File: config.mk
export PLATFORM = sky130hd
export DESIGN_NAME = coef_shadow_ctrl
export DESIGN_NICKNAME = d
export VERILOG_FILES = /design/src/rtl/coef_shadow_pkg.sv /design/src/rtl/coef_seq.sv /design/src/rtl/coef_bank.sv /design/src/rtl/coef_sat_counter.sv /design/src/rtl/coef_shadow_ctrl.sv
export SDC_FILE = /design/constraint.sdc
export NUM_CORES = 1
export LEC_CHECK = 0
export CAP_MARGIN = 20
export CORE_UTILIZATION = 50
export CTS_BUF_LIST = sky130_fd_sc_hd__clkbuf_8
export CTS_CLUSTER_DIAMETER = 40
export DETAILED_ROUTE_END_ITERATION = 8
export DONT_BUFFER_PORTS = 1
export PLACE_DENSITY_LB_ADDON = 0.1
export SKIP_CTS_REPAIR_TIMING = 1
export SKIP_LAST_GASP = 1
export SYNTH_ARGS = -nofsm -noshare
export SYNTH_HDL_FRONTEND = slang
export SYNTH_HIERARCHICAL = 1
export SYNTH_SLANG_ARGS = --single-unit
File: constraint.sdc
create_clock -name clk -period 2.4 [get_ports clk]
set_input_delay 0.48 -clock clk [delete_from_list [all_inputs] [get_ports clk]]
set_output_delay 0.48 -clock clk [all_outputs]
set_load 0.03 [all_outputs]
File: src/rtl/coef_shadow_pkg.sv
package coef_shadow_pkg;
   typedef enum logic [1:0] {
      SEQ_FILL = 2'd0,
      SEQ_IDLE = 2'd1,
      SEQ_BURN = 2'd2
   } seq_state_t;
endpackage

File: src/rtl/coef_seq.sv
module coef_seq
   import coef_shadow_pkg::*;
#(
   parameter int NUM_WORDS = 16,
   parameter int ADDR_W    = 4
) (
   input  logic              clk,
   input  logic              rst_n,
   input  logic              burn_go,
   input  logic              nv_ack,
   output logic              nv_req,
   output logic              nv_we,
   output logic [ADDR_W-1:0] nv_addr,
   output logic              load_we,
   output logic              filled,
   output logic              burn_done
);
   localparam logic [ADDR_W-1:0] LAST = ADDR_W'(NUM_WORDS - 1);

   seq_state_t        state;
   logic [ADDR_W-1:0] addr;
   logic              at_last;

   assign at_last   = (addr == LAST);
   assign nv_req    = (state != SEQ_IDLE);
   assign nv_we     = (state == SEQ_BURN);
   assign nv_addr   = addr;
   assign load_we   = (state == SEQ_FILL) && nv_ack;
   assign burn_done = (state == SEQ_BURN) && nv_ack && at_last;

   always_ff @(posedge clk or negedge rst_n) begin
      if (!rst_n) begin
         state  <= SEQ_FILL;
         addr   <= '0;
         filled <= 1'b0;
      end else begin
         unique case (state)
            SEQ_FILL: if (nv_ack) begin
               if (at_last) begin
                  state  <= SEQ_IDLE;
                  addr   <= '0;
                  filled <= 1'b1;
               end else begin
                  addr <= addr + 1'b1;
               end
            end
            SEQ_BURN: if (nv_ack) begin
               if (at_last) begin
                  state <= SEQ_IDLE;
                  addr  <= '0;
               end else begin
                  addr <= addr + 1'b1;
               end
            end
            default: if (burn_go) begin
               state <= SEQ_BURN;
               addr  <= '0;
            end
         endcase
      end
   end
endmodule

File: src/rtl/coef_bank.sv
module coef_bank #(
   parameter int NUM_WORDS = 16,
   parameter int DATA_W    = 8,
   parameter int ADDR_W    = 4
) (
   input  logic                              clk,
   input  logic                              rst_n,
   input  logic                              load_we,
   input  logic [ADDR_W-1:0]                 load_addr,
   input  logic [DATA_W-1:0]                 load_data,
   input  logic                              host_we,
   input  logic [ADDR_W-1:0]                 host_addr,
   input  logic [DATA_W-1:0]                 host_wdata,
   output logic [NUM_WORDS-1:0][DATA_W-1:0]  words
);
   for (genvar i = 0; i < NUM_WORDS; i++) begin : g_word
      logic [DATA_W-1:0] q;
      always_ff @(posedge clk or negedge rst_n) begin
         if (!rst_n)
            q <= '0;
         else if (load_we && load_addr == ADDR_W'(i))
            q <= load_data;
         else if (host_we && host_addr == ADDR_W'(i))
            q <= host_wdata;
      end
      assign words[i] = q;
   end
endmodule

File: src/rtl/coef_sat_counter.sv
module coef_sat_counter #(
   parameter int CNT_W = 8
) (
   input  logic             clk,
   input  logic             rst_n,
   input  logic             inc,
   output logic [CNT_W-1:0] count
);
   localparam logic [CNT_W-1:0] TOP = '1;

   always_ff @(posedge clk or negedge rst_n) begin
      if (!rst_n)
         count <= '0;
      else if (inc && count != TOP)
         count <= count + 1'b1;
   end
endmodule

File: src/rtl/coef_shadow_ctrl.sv
module coef_shadow_ctrl #(
   parameter int         NUM_WORDS = 16,
   parameter int         DATA_W    = 8,
   parameter int         CNT_W     = 8,
   parameter logic [1:0] WR_LEVEL  = 2'b10,
   localparam int        ADDR_W    = (NUM_WORDS > 1) ? $clog2(NUM_WORDS) : 1
) (
   input  logic              clk,
   input  logic              rst_n,
   input  logic [1:0]        access_lvl,
   input  logic              host_wr,
   input  logic [ADDR_W-1:0] host_addr,
   input  logic [DATA_W-1:0] host_wdata,
   output logic [DATA_W-1:0] host_rdata,
   input  logic              host_burn,
   output logic              busy,
   output logic [CNT_W-1:0]  burn_count,
   input  logic              conv_done,
   output logic              compute_en,
   input  logic [ADDR_W-1:0] eng_addr,
   output logic [DATA_W-1:0] eng_data,
   output logic              nv_req,
   output logic              nv_we,
   output logic [ADDR_W-1:0] nv_addr,
   output logic [DATA_W-1:0] nv_wdata,
   input  logic [DATA_W-1:0] nv_rdata,
   input  logic              nv_ack
);
   localparam logic [ADDR_W:0] WORDS_EXT = (ADDR_W+1)'(NUM_WORDS);

   if (NUM_WORDS < 2) begin : g_chk_words
      $error("coef_shadow_ctrl: NUM_WORDS must be at least 2");
   end
   if (DATA_W < 1 || CNT_W < 1) begin : g_chk_widths
      $error("coef_shadow_ctrl: DATA_W and CNT_W must be positive");
   end

   logic                             level_ok, host_we, burn_go;
   logic                             load_we, filled, burn_done, conv_seen;
   logic [NUM_WORDS-1:0][DATA_W-1:0] work_flat;

   assign level_ok = (access_lvl == WR_LEVEL);
   assign busy     = nv_req;
   assign host_we  = host_wr && level_ok && !busy;
   assign burn_go  = host_burn && level_ok && !busy;

   coef_seq #(.NUM_WORDS(NUM_WORDS), .ADDR_W(ADDR_W)) u_seq (
      .clk(clk), .rst_n(rst_n), .burn_go(burn_go), .nv_ack(nv_ack),
      .nv_req(nv_req), .nv_we(nv_we), .nv_addr(nv_addr),
      .load_we(load_we), .filled(filled), .burn_done(burn_done)
   );

   coef_bank #(.NUM_WORDS(NUM_WORDS), .DATA_W(DATA_W), .ADDR_W(ADDR_W)) u_bank (
      .clk(clk), .rst_n(rst_n),
      .load_we(load_we), .load_addr(nv_addr), .load_data(nv_rdata),
      .host_we(host_we), .host_addr(host_addr), .host_wdata(host_wdata),
      .words(work_flat)
   );

   coef_sat_counter #(.CNT_W(CNT_W)) u_cnt (
      .clk(clk), .rst_n(rst_n), .inc(burn_done), .count(burn_count)
   );

   always_ff @(posedge clk or negedge rst_n) begin
      if (!rst_n)
         conv_seen <= 1'b0;
      else if (conv_done)
         conv_seen <= 1'b1;
   end

   assign compute_en = filled && conv_seen;
   assign nv_wdata   = work_flat[nv_addr];

   always_comb begin
      host_rdata = '0;
      if ({1'b0, host_addr} < WORDS_EXT) host_rdata = work_flat[host_addr];
      eng_data = '0;
      if (compute_en && {1'b0, eng_addr} < WORDS_EXT) eng_data = work_flat[eng_addr];
   end
endmodule

* Word-level counts from Yosys, hierarchy flattened
Cells that the tools add are included.
Word-level totals: register bits 144, bits of input ports 32, output and inout port bits 40, logic and storage cells 175
Cells by class: add/subtract/negate cells 2, magnitude comparators 3, equality and inequality tests 36, multiplexer cells 47, reduce and logical (&&, ||, !) cells 66
Operator list (count):
- $mux 8 | 36
- $bmux 8 s4 | 3
- $eq 4x4->1 const B | 16
- $logic_and 1x1->1 | 41
- $reduce_bool 2->1 | 17
- $eq 4x3->1 const B | 8
- $eq 4x2->1 const B | 4
- $mux 4 | 4
- $lt 4x5->1 const B | 3
- $add 8x1->8 const B | 1
- $eq 4x1->1 const B | 2
- $logic_not 4->1 | 2
- $mux 2 | 4
- $ne 8x8->1 const B | 1
- $ne 2x1->1 const B | 3
- $reduce_and 3->1 | 2
- $add 4x1->4 const B | 1
- $eq 2x2->1 const B | 2
- $logic_not 2->1 | 1
- $reduce_and 2->1 | 1
- $reduce_or 2->1 | 1
- $logic_not 1->1 | 1

* Longest topological paths before layout
depth in word-level cells 6, gate-level depth with buffers 8, mapped depth without buffers 6

* Hierarchy
Netlist, hierarchy kept.
By module, submodules not included:
- coef_bank | times used 1, cells an instance 815, area each 6658.9 µm², seq. area each 3203.1 µm²
- coef_shadow_ctrl | times used 1, cells an instance 203, area each 3119.2 µm², seq. area each 25.0 µm²
- coef_sat_counter | times used 1, cells an instance 34, area each 407.9 µm², seq. area each 200.2 µm²
- coef_seq | times used 1, cells an instance 38, area each 367.9 µm², seq. area each 175.2 µm²

* Least setup slack after synthesis
Ideal clock, no wire load.
path kind register to output, start point reg u_seq.addr[0], in the netlist u_seq/nv_addr[0], end point out nv_wdata[7], arrival 2.107 ns, required time 1.920 ns, slack -0.187 ns, stages on the path, launching flop included 5, buffers on the path 2, path through dfrtp_1 -> buf_6 -> buf_6 -> mux4_1 -> mux4_2
Between the ends: cells in the longest elaborated chain, start to end 2
Ends and longest elaborated chain:
- start: declaration | line coef_seq.sv:21 | logic [ADDR_W-1:0] addr;
- start signal: assignment | line coef_seq.sv:44 | addr <= addr + 1'b1;
- start signal: assignment | line coef_seq.sv:52 | addr <= addr + 1'b1;
- $bmux 8 s4 | line coef_shadow_ctrl.sv:72 | assign nv_wdata = work_flat[nv_addr];
- $mux 8 (implied by the code) | line coef_shadow_ctrl.sv:72
- end: declaration | line coef_shadow_ctrl.sv:25 | output logic [DATA_W-1:0] nv_wdata,
No other way between the ends. The select of a mux whose other input is x is not followed.

* Worst setup path in the final report
start point reg u_seq.addr[0], in the netlist u_seq/nv_addr[0], end point out nv_wdata[4]
Same word-level chain as after synthesis.

==> results.sh <==
export IMPL_antenna_found_initial=0
export IMPL_path_clk_slew_ns=0.08
export IMPL_period_share_pct=114
export IMPL_grt_pass1_vias=9100
export IMPL_fp_dieArea_sq_mm=0.0217
export IMPL_synth_flop_cell="dfrtp_1"
export IMPL_fin_tns_setup_ns=-4.63
export IMPL_start_util_pct=51.5
export IMPL_synth_nets=1124
export IMPL_placementRows=52
export IMPL_fmaxAchievable_ghz=0.365
export IMPL_p_per_area_mw_per_mm2=1140
export IMPL_total_power_w=0.0128
export IMPL_io_buffers=0
export IMPL_violations="hold timing, setup timing"
export IMPL_grt_pass1_wl_um=60600
export IMPL_slew_headroom_pct=48.9
export IMPL_cts_tree="done"
export IMPL_endpoint_kind="primary output"
export IMPL_globalplace_congestion=0.942
export IMPL_holdCritPathClass="in2async"
export IMPL_gr_total_overflow=0
export IMPL_worstSetupStartpointType="flip-flop"
export IMPL_p_leak_nw=4.09
export IMPL_fp_dieW_um=147
export IMPL_clock_sinks=144
export IMPL_required_ns=1.92
export IMPL_yosysWarnings=6
export IMPL_drt_pass1_iter_count=6
export IMPL_skew_ns=0.0170
export IMPL_async_flop_share_pct=100
export IMPL_core_area_sq_mm=0.0205
export IMPL_htreeDepth=4
export IMPL_crit_fanout=8
export IMPL_vias=9789
export IMPL_antenna_left=0
export IMPL_yosysMostFrequentCell="dfrtp_1"
export IMPL_synth_area_top_cells="dfrtp_1 (34%), mux4_2 (20%), a31oi_1 (7.7%)"
export IMPL_yosysSeqAreaShare_pct=34.1
export IMPL_numCtsBuffers=17
export IMPL_io_pins=72
export IMPL_ys_ff_latch=144
export IMPL_drt_total_wl_um=40500
export IMPL_vdd_drop_max_mv=0.544
export IMPL_synth_largest_area_cell="dfrtp_1"
export IMPL_grt_start_max_net_pins=145
export IMPL_status="finished with violations"
export IMPL_nets=1047
export IMPL_drv_slew=0
export IMPL_synth_common_cells="dfrtp_1 (144), nand2_1 (140), a31oi_1 (130), nor3_1 (130), o21ai_0 (128)"
export IMPL_rsz0062_at_grt="true"
export IMPL_die_h_um=147
export IMPL_grt_usage_pct=38.0
export IMPL_syn2layout_area_growth_pct=6.41
export IMPL_setup_worst_path_class="reg2out"
export IMPL_min_period_ns=2.74
export IMPL_diodes=0
export IMPL_netlist_instances=1090
export IMPL_yosysTopAreaCellShare_pct=34.1
export IMPL_clockBufferDepth=2
export IMPL_worst_skew_pair_late_latency_ns=0.48
export IMPL_netlist_area_sq_mm=0.0106
export IMPL_drt_iter0_drc=1465
export IMPL_fin_ws_ns=-0.336
export IMPL_vias_per_cell=7.55
export IMPL_hold_ws_ns=-0.297
export IMPL_setup_viol=23
export IMPL_finalHoldViolCount=144
export IMPL_synth_edff_count=0
export IMPL_wl_per_cell_um=31.3
export IMPL_avgSynthCellArea_sq_um=9.68
export IMPL_worstMarginPinSlew_ns=0.766
export IMPL_post_dp_hpwl_um=26800
export IMPL_drc=0
export IMPL_root_buffer="clkbuf_8"
export IMPL_arrival_ns=2.26
export IMPL_final_layout_size_suffix_gt1_share_pct=24.0
export IMPL_drv_cap=0
export IMPL_yosysUniqueCellTypes=54
[worst paths after layout]
kind | startpoint | endpoint | slack, ns | cells after the start
max | u_seq/nv_addr[0] | nv_wdata[4] | -0.34 | 4
min | rst_n | u_seq/nv_addr[2] | -0.30 | 0
max reg2reg | u_seq/state[0] | u_bank/g_word[8].q[7] | 0.20 | 5
min reg2reg | conv_seen | conv_seen | 0.51 | 1
max in group asynchronous | rst_n | u_bank/g_word[6].q[3] | 2.41 | 0
min in group clk | conv_done | conv_seen | 0.11 | 1
[placed cells by master (no fill, tap or decap), types with 4 or more instances in the layout]
| cell | netlist | layout |
|---|---|---|
| nand3b_1 | 4 | 4 |
| nor3_1 | 130 | 130 |
| a31oi_1 | 130 | 130 |
| and3b_1 | 19 | 19 |
| nor3b_1 | 9 | 9 |
| o21ai_0 | 128 | 128 |
| or2_2 | 15 | 15 |
| nor2_1 | 5 | 5 |
| a221o_2 | 0 | 7 |
| a22oi_1 | 11 | 11 |
| nand2_1 | 140 | 140 |
| clkbuf_8 | 0 | 20 |
| mux2i_1 | 23 | 23 |
| a21oi_1 | 4 | 4 |
| nor2b_1 | 4 | 4 |
| buf_12 | 1 | 10 |
| a22o_1 | 7 | 7 |
| nand3_1 | 8 | 8 |
| clkinv_2 | 0 | 4 |
| mux4_2 | 92 | 95 |
| dfrtp_2 | 0 | 41 |
| nand2b_1 | 4 | 4 |
| mux4_1 | 9 | 6 |
| and3_1 | 17 | 16 |
| dfrtp_1 | 144 | 103 |
| buf_4 | 2 | 30 |
[critical path: stages (launching register included)]
cell and delay (ns):
dfrtp_2 0.38, buf_12 0.14, buf_12 0.14, mux4_2 0.52, mux4_2 0.61
[power breakdown]
part | switching [W] | internal [W] | total (W)
clock | 0.00103 | 0.00101 | 0.00204
combinational | 0.00284 | 0.00279 | 0.00563
sequential | 0.00175 | 0.00342 | 0.00517
[through the flow]
step / setup slack (ns) / hold slack, ns / utilization, % / area [sq um] / cells
2_1_floorplan: -0.0455 / 0.184 / - / 10600 / 1090
3_3_place_gp: 0.148 / 0.190 / 52.1 / 10700 / 1260
3_5_place_dp: 0.135 / 0.190 / 52.1 / 10700 / 1260
4_1_cts: -0.371 / -0.319 / 54.1 / 11100 / 1292
5_1_grt: -0.374 / -0.315 / 54.8 / 11200 / 1296
6_report: -0.336 / -0.297 / 54.8 / 11200 / 1296
[flip-flops by register name, indices dropped and copies added, names as in the netlist]
name and flops:
u_seq/nv_addr 4, u_seq/filled 1, conv_seen 1, u_bank/g_word.q 128
u_cnt/count 8, u_seq/state 2
[routing by layer]
layer,vias up,track usage (%),part of all wire (%)
met5,-,0,0
met4,0,7.94,1.6
met3,67,18.0,19
met2,855,51.8,41
met1,4837,54.7,38
li1,4030,-,-
[logic make-up after synthesis]
family	Yosys count	share of synthesized area, %
DFF	144	34.1
and+or+nand+nor	373	18.1
buffers and inverters	143	6.09
adders and majority gates	2	0.237
AOI/OAI and AO/OA	299	16.9
xor gates and xnor gates	3	0.249
muxes	126	24.3
[cell type report]
type | instances | area (sq um)
Timing Repair Buffer | 44 | 502
Clock inverter | 12 | 131
Sequential cell | 144 | 3650
Clock buffer | 20 | 275
Tap cell | 270 | 338
Multi-Input combinational cell | 803 | 6320
Fill cell | 1880 | 9260
Inverter | 3 | 11.3
Power figures use the tool's default switching activity.
